**src/rtl/csd_pkg.sv**
```systemverilog
`timescale 1ns/1ps
package csd_pkg;
    typedef enum logic [1:0] {
        ACC_BOTH     = 2'b00,
        ACC_RD_ONLY  = 2'b01,
        ACC_WR_ONLY  = 2'b10,
        ACC_BOTH_ALT = 2'b11
    } acc_e;

    typedef struct packed {
        logic valid;
        acc_e acc;
        logic wide;
    } win_attr_t;

    localparam int CTRL_CONF_EN  = 0;
    localparam int CTRL_WP_EN    = 1;
    localparam int CTRL_LEG_EN   = 2;
    localparam int CTRL_CLR_CONF = 8;
    localparam int CTRL_CLR_WPV  = 9;
    localparam int WORD_VALID    = 31;
    localparam int WORD_ACC_HI   = 31;
    localparam int WORD_ACC_LO   = 30;
    localparam int WORD_WIDE     = 29;
endpackage

```
**src/rtl/csd_window_match.sv**
```systemverilog
`timescale 1ns/1ps
module csd_window_match
    import csd_pkg::*;
#(
    parameter int ADDR_W = 24
) (
    input  logic [ADDR_W-1:0] addr,
    input  logic [ADDR_W-1:0] base,
    input  logic [ADDR_W-1:0] mask,
    input  win_attr_t         attr,
    input  logic              rd,
    input  logic              qual,
    output logic              hit,
    output logic              dir_ok,
    output logic              is_ro,
    output logic              is_wo
);
    always_comb begin
        hit    = qual && attr.valid && (((addr ^ base) & mask) == '0);
        is_ro  = (attr.acc == ACC_RD_ONLY);
        is_wo  = (attr.acc == ACC_WR_ONLY);
        dir_ok = !(is_ro && !rd) && !(is_wo && rd);
    end
endmodule

```
**src/rtl/csd_priority.sv**
```systemverilog
`timescale 1ns/1ps
module csd_priority #(
    parameter int NCS = 4
) (
    input  logic [NCS-1:0] hit,
    input  logic [NCS-1:0] dir_ok,
    input  logic [NCS-1:0] is_ro,
    input  logic [NCS-1:0] is_wo,
    input  logic           rd,
    output logic [NCS-1:0] sel,
    output logic           conflict,
    output logic           wp_viol
);
    logic found;

    always_comb begin
        sel   = '0;
        found = 1'b0;
        for (int i = 0; i < NCS; i++) begin
            if (!found && hit[i] && dir_ok[i]) begin
                sel[i] = 1'b1;
                found  = 1'b1;
            end
        end
    end

    always_comb begin
        conflict = 1'b0;
        for (int i = 0; i < NCS; i++) begin
            for (int j = i + 1; j < NCS; j++) begin
                if (hit[i] && hit[j] &&
                    !((is_ro[i] && is_wo[j]) || (is_wo[i] && is_ro[j])))
                    conflict = 1'b1;
            end
        end
    end

    always_comb wp_viol = !rd && !found && |(hit & is_ro);
endmodule

```
**src/rtl/csd_regs.sv**
```systemverilog
`timescale 1ns/1ps
module csd_regs
    import csd_pkg::*;
#(
    parameter int          ADDR_W     = 24,
    parameter int          NCS        = 4,
    parameter int          BOOT_BYTES = 8192,
    parameter int unsigned BLK_RESET  = 32'h00FF_F000,
    localparam int         IDX_W      = $clog2(2*NCS + 2)
) (
    input  logic                         clk,
    input  logic                         rst_n,
    input  logic                         strap_wide,
    input  logic                         cfg_we,
    input  logic [IDX_W-1:0]             cfg_idx,
    input  logic [31:0]                  cfg_wdata,
    input  logic                         evt_conf,
    input  logic                         evt_wpv,
    output logic [NCS-1:0][ADDR_W-1:0]   win_base,
    output logic [NCS-1:0][ADDR_W-1:0]   win_mask,
    output win_attr_t [NCS-1:0]          win_attr,
    output logic                         en_conf,
    output logic                         en_wp,
    output logic                         leg_en,
    output logic                         flag_conf,
    output logic                         flag_wpv,
    output logic [ADDR_W-1:0]            blk_base
);
    localparam int              BOOT_LG   = $clog2(BOOT_BYTES);
    localparam logic [ADDR_W-1:0] BOOT_MASK = {ADDR_W{1'b1}} << BOOT_LG;
    localparam logic [IDX_W-1:0] IDX_CTRL = IDX_W'(2*NCS);
    localparam logic [IDX_W-1:0] IDX_BLK  = IDX_W'(2*NCS + 1);

    logic ctrl_wr, clr_conf, clr_wpv;
    logic unused_wdata;

    assign unused_wdata = ^cfg_wdata;
    assign ctrl_wr  = cfg_we && (cfg_idx == IDX_CTRL);
    assign clr_conf = ctrl_wr && cfg_wdata[CTRL_CLR_CONF];
    assign clr_wpv  = ctrl_wr && cfg_wdata[CTRL_CLR_WPV];

    for (genvar i = 0; i < NCS; i++) begin : g_win
        localparam bit IS_BOOT = (i == 0);
        always_ff @(posedge clk) begin
            if (!rst_n) begin
                win_base[i]       <= '0;
                win_mask[i]       <= IS_BOOT ? BOOT_MASK : '0;
                win_attr[i].valid <= IS_BOOT;
                win_attr[i].acc   <= ACC_BOTH;
                win_attr[i].wide  <= IS_BOOT ? strap_wide : 1'b0;
            end else if (cfg_we && cfg_idx == IDX_W'(2*i)) begin
                win_base[i]       <= cfg_wdata[ADDR_W-1:0];
                win_attr[i].valid <= cfg_wdata[WORD_VALID];
            end else if (cfg_we && cfg_idx == IDX_W'(2*i + 1)) begin
                win_mask[i]       <= cfg_wdata[ADDR_W-1:0];
                win_attr[i].acc   <= acc_e'(cfg_wdata[WORD_ACC_HI:WORD_ACC_LO]);
                win_attr[i].wide  <= cfg_wdata[WORD_WIDE];
            end
        end
    end

    always_ff @(posedge clk) begin
        if (!rst_n) begin
            en_conf   <= 1'b0;
            en_wp     <= 1'b0;
            leg_en    <= 1'b0;
            flag_conf <= 1'b0;
            flag_wpv  <= 1'b0;
            blk_base  <= ADDR_W'(BLK_RESET);
        end else begin
            if (ctrl_wr) begin
                en_conf <= cfg_wdata[CTRL_CONF_EN];
                en_wp   <= cfg_wdata[CTRL_WP_EN];
                leg_en  <= cfg_wdata[CTRL_LEG_EN];
            end
            if (cfg_we && cfg_idx == IDX_BLK)
                blk_base <= cfg_wdata[ADDR_W-1:0];
            flag_conf <= evt_conf || (flag_conf && !clr_conf);
            flag_wpv  <= evt_wpv  || (flag_wpv  && !clr_wpv);
        end
    end

    AST_CONF_STICKY: assert property (@(posedge clk) disable iff (!rst_n)
        (flag_conf && !clr_conf) |=> flag_conf);
    AST_WPV_STICKY: assert property (@(posedge clk) disable iff (!rst_n)
        (flag_wpv && !clr_wpv) |=> flag_wpv);
endmodule

```
**src/rtl/prio_cs_decoder.sv**
```systemverilog
`timescale 1ns/1ps
module prio_cs_decoder
    import csd_pkg::*;
#(
    parameter int          ADDR_W     = 24,
    parameter int          NCS        = 4,
    parameter int          BOOT_BYTES = 8192,
    parameter int          BLK_BYTES  = 4096,
    parameter int unsigned BLK_RESET  = 32'h00FF_F000,
    localparam int         IDX_W      = $clog2(2*NCS + 2)
) (
    input  logic              clk,
    input  logic              rst_n,
    input  logic              strap_wide,
    input  logic              cfg_we,
    input  logic [IDX_W-1:0]  cfg_idx,
    input  logic [31:0]       cfg_wdata,
    input  logic              bus_vld,
    input  logic [ADDR_W-1:0] bus_addr,
    input  logic              bus_rd,
    output logic [NCS-1:0]    cs_n,
    output logic              bus_wide,
    output logic              berr,
    output logic              flag_conf,
    output logic              flag_wpv,
    output logic              leg_rd_n,
    output logic              leg_wr_n,
    output logic              leg_ale
);
    localparam logic [ADDR_W-1:0] BLK_MASK = {ADDR_W{1'b1}} << $clog2(BLK_BYTES);

    logic [NCS-1:0][ADDR_W-1:0] win_base, win_mask;
    win_attr_t [NCS-1:0]        win_attr;
    logic [NCS-1:0]             hit, dir_ok, is_ro, is_wo, sel;
    logic [ADDR_W-1:0]          blk_base;
    logic en_conf, en_wp, leg_en, conflict, wp_viol, in_blk, qual, leg_sel;

    csd_regs #(
        .ADDR_W(ADDR_W), .NCS(NCS), .BOOT_BYTES(BOOT_BYTES), .BLK_RESET(BLK_RESET)
    ) u_regs (
        .clk(clk), .rst_n(rst_n), .strap_wide(strap_wide),
        .cfg_we(cfg_we), .cfg_idx(cfg_idx), .cfg_wdata(cfg_wdata),
        .evt_conf(conflict), .evt_wpv(wp_viol),
        .win_base(win_base), .win_mask(win_mask), .win_attr(win_attr),
        .en_conf(en_conf), .en_wp(en_wp), .leg_en(leg_en),
        .flag_conf(flag_conf), .flag_wpv(flag_wpv), .blk_base(blk_base)
    );

    assign in_blk = (((bus_addr ^ blk_base) & BLK_MASK) == '0);
    assign qual   = bus_vld && !in_blk;

    for (genvar i = 0; i < NCS; i++) begin : g_match
        csd_window_match #(.ADDR_W(ADDR_W)) u_match (
            .addr(bus_addr), .base(win_base[i]), .mask(win_mask[i]),
            .attr(win_attr[i]), .rd(bus_rd), .qual(qual),
            .hit(hit[i]), .dir_ok(dir_ok[i]), .is_ro(is_ro[i]), .is_wo(is_wo[i])
        );
        AST_NO_WR_TO_RO: assert property (@(posedge clk) disable iff (!rst_n)
            (bus_vld && !bus_rd && !cs_n[i]) |-> (win_attr[i].acc != ACC_RD_ONLY));
    end

    csd_priority #(.NCS(NCS)) u_prio (
        .hit(hit), .dir_ok(dir_ok), .is_ro(is_ro), .is_wo(is_wo), .rd(bus_rd),
        .sel(sel), .conflict(conflict), .wp_viol(wp_viol)
    );

    always_comb begin
        cs_n     = ~sel;
        bus_wide = 1'b0;
        for (int i = 0; i < NCS; i++) begin
            if (sel[i])
                bus_wide = win_attr[i].wide && !((i == NCS - 1) && leg_en);
        end
        berr     = (conflict && en_conf) || (wp_viol && en_wp);
        leg_sel  = leg_en && sel[NCS-1];
        leg_ale  = leg_sel;
        leg_rd_n = !(leg_sel && bus_rd);
        leg_wr_n = !(leg_sel && !bus_rd);
    end

    AST_CS_ONEHOT: assert property (@(posedge clk) disable iff (!rst_n)
        $onehot0(~cs_n));
    AST_BLK_QUIET: assert property (@(posedge clk) disable iff (!rst_n)
        (bus_vld && in_blk) |-> ((&cs_n) && !berr));
    AST_LEG_IDLE: assert property (@(posedge clk) disable iff (!rst_n)
        !leg_en |-> (leg_rd_n && leg_wr_n && !leg_ale));
    AST_BERR_FLAGGED: assert property (@(posedge clk) disable iff (!rst_n)
        berr |=> (flag_conf || flag_wpv));
    AST_IDLE_QUIET: assert property (@(posedge clk) disable iff (!rst_n)
        !bus_vld |-> ((&cs_n) && !berr && !leg_ale));
endmodule

```
**config.mk**
```make
export PLATFORM = sky130hd
export DESIGN_NAME = prio_cs_decoder
export DESIGN_NICKNAME = d
export VERILOG_FILES = /design/src/rtl/csd_pkg.sv /design/src/rtl/csd_window_match.sv /design/src/rtl/csd_priority.sv /design/src/rtl/csd_regs.sv /design/src/rtl/prio_cs_decoder.sv
export SDC_FILE = /design/constraint.sdc
export NUM_CORES = 1
export LEC_CHECK = 0
export BUFFER_PORTS_ARGS = -buffer_cell sky130_fd_sc_hd__buf_2
export CAP_MARGIN = 25
export CORE_MARGIN = 2
export CORE_UTILIZATION = 55
export CTS_CLUSTER_DIAMETER = 150
export DETAILED_ROUTE_END_ITERATION = 8
export HOLD_SLACK_MARGIN = 0.05
export PLACE_DENSITY_LB_ADDON = 0.05
export SETUP_SLACK_MARGIN = 0.1
export SLEW_MARGIN = 25
export SYNTH_ARGS = -nofsm -noshare
export SYNTH_HDL_FRONTEND = slang
export SYNTH_HIERARCHICAL = 1
export SYNTH_SLANG_ARGS = --single-unit
```
**constraint.sdc**
```tcl
create_clock -name clk -period 2.1 [get_ports clk]
set_input_delay 0.105 -clock clk [delete_from_list [all_inputs] [get_ports clk]]
set_output_delay 0.105 -clock clk [all_outputs]
set_load 0.005 [all_outputs]
```
Yosys cells after proc, flatten, opt, wreduce, memory -nomap -nowiden
Cells that the tools add are included.

Register bits after elaboration: 237. Logic and storage cells: 200.

Bitwise gates (word level): 15. Equality and inequality tests: 19. Mux-type cells: 20. Reduce and logical (&&, ||, !) cells: 120.

Operators with widths (number): 24-bit zero test (5); 24-bit XOR (5); 24-bit bitwise AND (4); 1-bit logical AND (74); 1-bit zero test (25); 1-bit two-way mux (20); 4-bit by 3-bit == test with 1-bit output (second input constant) (4); 2-bit AND reduction (5); 1-bit logical OR (9); 2-bit by 1-bit == test with 1-bit output (second input constant) (4); 2-bit == test (second input constant) (4); 4-bit by 2-bit == test with 1-bit output (second input constant) (2); 4-bit == test (second input constant) (2); 4-bit bitwise AND (1); 4-bit by 1-bit == test with 1-bit output (second input constant) (1); 4-bit zero test (1); 1-bit inverter (4); 4-bit inverter (1); 4-bit OR reduction (1); 2-bit by 1-bit != test with 1-bit output (second input constant) (1); 2-bit != test (second input constant) (1).

Depth between registers and ports, before layout
Depth after elaboration: 25. Gate-level depth with buffers: 12.

Modules after synthesis
Netlist, hierarchy kept.

By module, submodules not included: csd_regs (sequential area each 4754.6 µm², area an instance 8702.1 µm², cells an instance 831, times used 1); csd_window_match (sequential area each 0.0 µm², area an instance 362.8 µm², cells an instance 43, times used 4); prio_cs_decoder (sequential area each 0.0 µm², area an instance 202.7 µm², cells an instance 29, times used 1); csd_priority (sequential area each 0.0 µm², area an instance 170.2 µm², cells an instance 27, times used 1).

Worst setup path before layout
Ideal clock, no wire load.

Path kind: flip-flop to output port. Start: register u_regs/win_base[40] in the netlist's numbering. End: output port bus_wide. Arrival time: 1.982 ns. Cell stages (with the launch flop): 13. Buffers on the path: 0. Setup slack: 0.013 ns. Cells stage by stage: dfxtp_1 -> xor2_1 -> a22o_1 -> a221oi_2 -> nand4_1 -> nor3_2 -> nand2_1 -> nand2_1 -> a21oi_1 -> and3_1 -> inv_1 -> o21ai_0 -> o22ai_1.

Cells in the longest elaborated chain, start to end: 16.

RTL lines: start, declared (line csd_regs.sv:19) `output logic [NCS-1:0][ADDR_W-1:0] win_base,`; start signal, assigned by index (line csd_regs.sv:52) `win_base[i] <= cfg_wdata[ADDR_W-1:0];`; 24-bit XOR (*) (line csd_window_match.sv:19) `hit = qual && attr.valid && (((addr ^ base) & mask) == '0);`; 24-bit bitwise AND (*) (line csd_window_match.sv:19); 24-bit zero test (*) (line csd_window_match.sv:19); 1-bit logical AND (*) (line csd_window_match.sv:19); net hit[1] (line prio_cs_decoder.sv:34) `logic [NCS-1:0] hit, dir_ok, is_ro, is_wo, sel;`; 1-bit logical AND (*) (2 in a row) (line csd_priority.sv:20) `if (!found && hit[i] && dir_ok[i]) begin`; 1-bit two-way mux (*) (line csd_priority.sv:20); 1-bit zero test (line csd_priority.sv:20); 1-bit logical AND (2 in a row) (line csd_priority.sv:20); 1-bit two-way mux (*) (line csd_priority.sv:20); 1-bit zero test (*) (line csd_priority.sv:20); 1-bit logical AND (*) (2 in a row) (line csd_priority.sv:20); 1-bit two-way mux (*) (line csd_priority.sv:20); net sel[3] (line prio_cs_decoder.sv:34); 1-bit two-way mux (*) (line prio_cs_decoder.sv:71) `if (sel[i])`; end, declared (line prio_cs_decoder.sv:22) `output logic bus_wide,`.

Mark *: on every way through the listed nets, which the timed path passes. The rest lies on a longest branch.

Worst setup path after layout
Start: register u_regs/win_base[47] in the netlist's numbering. End: output port bus_wide.

RTL lines (line): 24-bit XOR (csd_window_match.sv:19); 24-bit bitwise AND (csd_window_match.sv:19); 24-bit zero test (csd_window_match.sv:19); 1-bit logical AND (csd_window_match.sv:19); net hit[1] (prio_cs_decoder.sv:34); 1-bit logical AND (2 in a row) (csd_priority.sv:20); 1-bit two-way mux (csd_priority.sv:20); net sel[1] (prio_cs_decoder.sv:34); 1-bit two-way mux (3 in a row) (prio_cs_decoder.sv:71).

The timed path passes the listed nets, and every way through them passes these cells.

==> results.cfg <==
[timing]
setup_ws_ns = -0.849
relSlewSlack_pct = 60.8
finalClockSkew_ns = 0.0187
worst_pin_slew_ns = 0.588
post-route-period-util_pct = 140
rsz0062_at_grt = true
finalHoldViolations = 0
fin_crit_ns = 2.95
slew_viol_final = 0
setup_viol = 11
clock.fmax_mhz = 339

[global_routing]
grt_max_degree = 50
grt_pass1_wl_mm = 39.6
grt_pass1_vias = 7357
overflow = 0
antenna_found_initial = 0
grt.total_usage_pct = 25.1

[finish]
fin_area_um2 = 12300
seq_area_um2 = 4520
layout_commonest_cell = nand2_1
multi_input_area_um2 = 5410
n_fill_cell = 1427
most-common-layout-cells = 239 x nand2_1, 224 x mux2i_1, 218 x dfxtp_1, 96 x xor2_1, 67 x buf_2
drive_above_1_share_pct = 18.3
diodes = 0
areaGrowthSynthToFinish_pct = 21.4
nNetsFinal = 1206

[critical_path]
r2r_start = u_regs/win_base[47]$_SDFFE_PN0P_
arrival_ns = 2.84
crit_path_end_kind = output port
criticalPathCategory = flop to output port
reg2regPathDepth = 13
slowest_delay_ns = 0.33
slowest_stage = dfxtp_2
crit_fanout = 3
startpoint = u_regs/win_base[47]$_SDFFE_PN0P_
crit_chain = xor2_1 > a22o_1 > a221oi_2 > nand4_1 > nor3_4 > nand2_1 > nor2_1 > inv_1 > a311oi_1 > o22ai_1 > buf_2
critPathRequiredTime_ns = 2.00
crit_path_start_kind = flop

[place]
dp_hpwl_mm = 16.2
dpl_cell_area_um2 = 10900
place_ws_ns = -0.404
gp_congestion = 0.812
portBuffers = 71

[drt]
final_antenna_net_count = 0
first_iter_violations = 384
drt-total-wl_mm = 25.0
route.detailed.drc = 0
wl_per_cell_um = 18.0
via_per_inst = 5.39
vias = 7474
first_pass_iters = 6

[outcome]
status = finished with violations
failed_checks = setup timing

[die]
die_w_um = 140
start_util_pct = 56.1
fp.dieH_um = 140
placementRows = 49
dieArea_um2 = 19500
core_um2 = 18000
io_pins = 77

[min_path]
hold_class = input pin to flop
hold_start = cfg_idx[3]
hold_depth = 3

[synthesis]
syn_avg_cell_area_um2 = 9.90
synth_area_um2 = 10100
synth_nets = 1088
synth_warnings = 6
netlist_instances = 1022

[cts]
cts_max_level = 1
clk_pin_slew_worst_paths_ns = 0.06
cts_tree = done
cts_root_buf = clkbuf_16
cts_sinks = 225
insertion_delay_ns = 0.53
cts_buffers = 24
clk_path_buf_depth = 3

[pwr]
p_leak_nw = 5.47
ir_worst_vdd_uv = 673
power.density_nw_per_um2 = 799

[job]
cap_violations = 0
registers in the layout, indices dropped and copies added, names as in the netlist:
register,cells
u_regs/blk_base,12
u_regs/en_conf,1
u_regs/en_wp,1
u_regs/flag_conf,1
u_regs/flag_wpv,1
u_regs/leg_en,1
u_regs/win_attr,16
u_regs/win_base,96
u_regs/win_mask,96
metrics by stage:
step	instances	hold slack (ns)	TNS, ns	utilization (%)	power [mW]
finish	1387	0.0887	-6.42	68.1	9.81
global route	1387	0.0948	-7.73	68.1	10.1
CTS	1386	0.0639	-6.55	67.7	9.88
detailed placement	1312	0.357	-2.41	60.7	5.10
global placement	1312	0.362	-2.30	60.7	5.10
floorplan	1022	0.206	0	-	4.82
repair_timing:
action / 4_1_cts / 5_1_grt
hold buffers: 27 / 0
endpoints found under the hold margin: 109 / 0
setup buffers: 3 / 1
pin swaps: 21 / 14
gates resized for setup: 20 / 16
setup endpoints to repair: 11 / 11
area by class of cell:
cell class                      count  share of cell area [%]
Multi-Input combinational cell    732                    44.1
Sequential cell                   225                    36.8
Timing Repair Buffer              148                    9.16
Clock buffer                       29                    5.13
Tap cell                          229                    2.33
Clock inverter                     15                    2.18
Inverter                            9                   0.275
power breakdown:
part	internal, mW	total (mW)	switching [mW]
logic	0.282	0.695	0.413
registers	4.33	4.36	0.0351
clock network	3.01	4.75	1.75
path summary, 6_finish.rpt:
check                                                        end  slack [ns]
worst min register to register   u_regs/win_attr[4]$_SDFFE_PN0P_        0.46
worst max-delay path                                    bus_wide       -0.85
worst min-delay path            u_regs/blk_base[12]$_SDFFE_PN1P_        0.09
worst max register to register       u_regs/flag_conf$_SDFF_PN0_       -0.31
critical path, delay by kind of cell, from the launching register on:
family	cells	cell delay (ns)
xor gates and xnor gates	1	0.13
AOI/OAI and AO/OA	4	0.81
buffers and inverters	2	0.21
DFF	1	0.33
and+or+nand+nor	4	0.83
routing by layer:
| metal | vias up | GRT usage [%] | part of all wire (%) |
|---|---|---|---|
| met5 | - | 0 | 0 |
| met4 | 0 | 6.21 | 2.2 |
| met3 | 41 | 3.41 | 3.9 |
| met2 | 150 | 41.0 | 46 |
| met1 | 3564 | 35.4 | 48 |
| li1 | 3719 | - | - |
(Power assumes the default switching activity.)
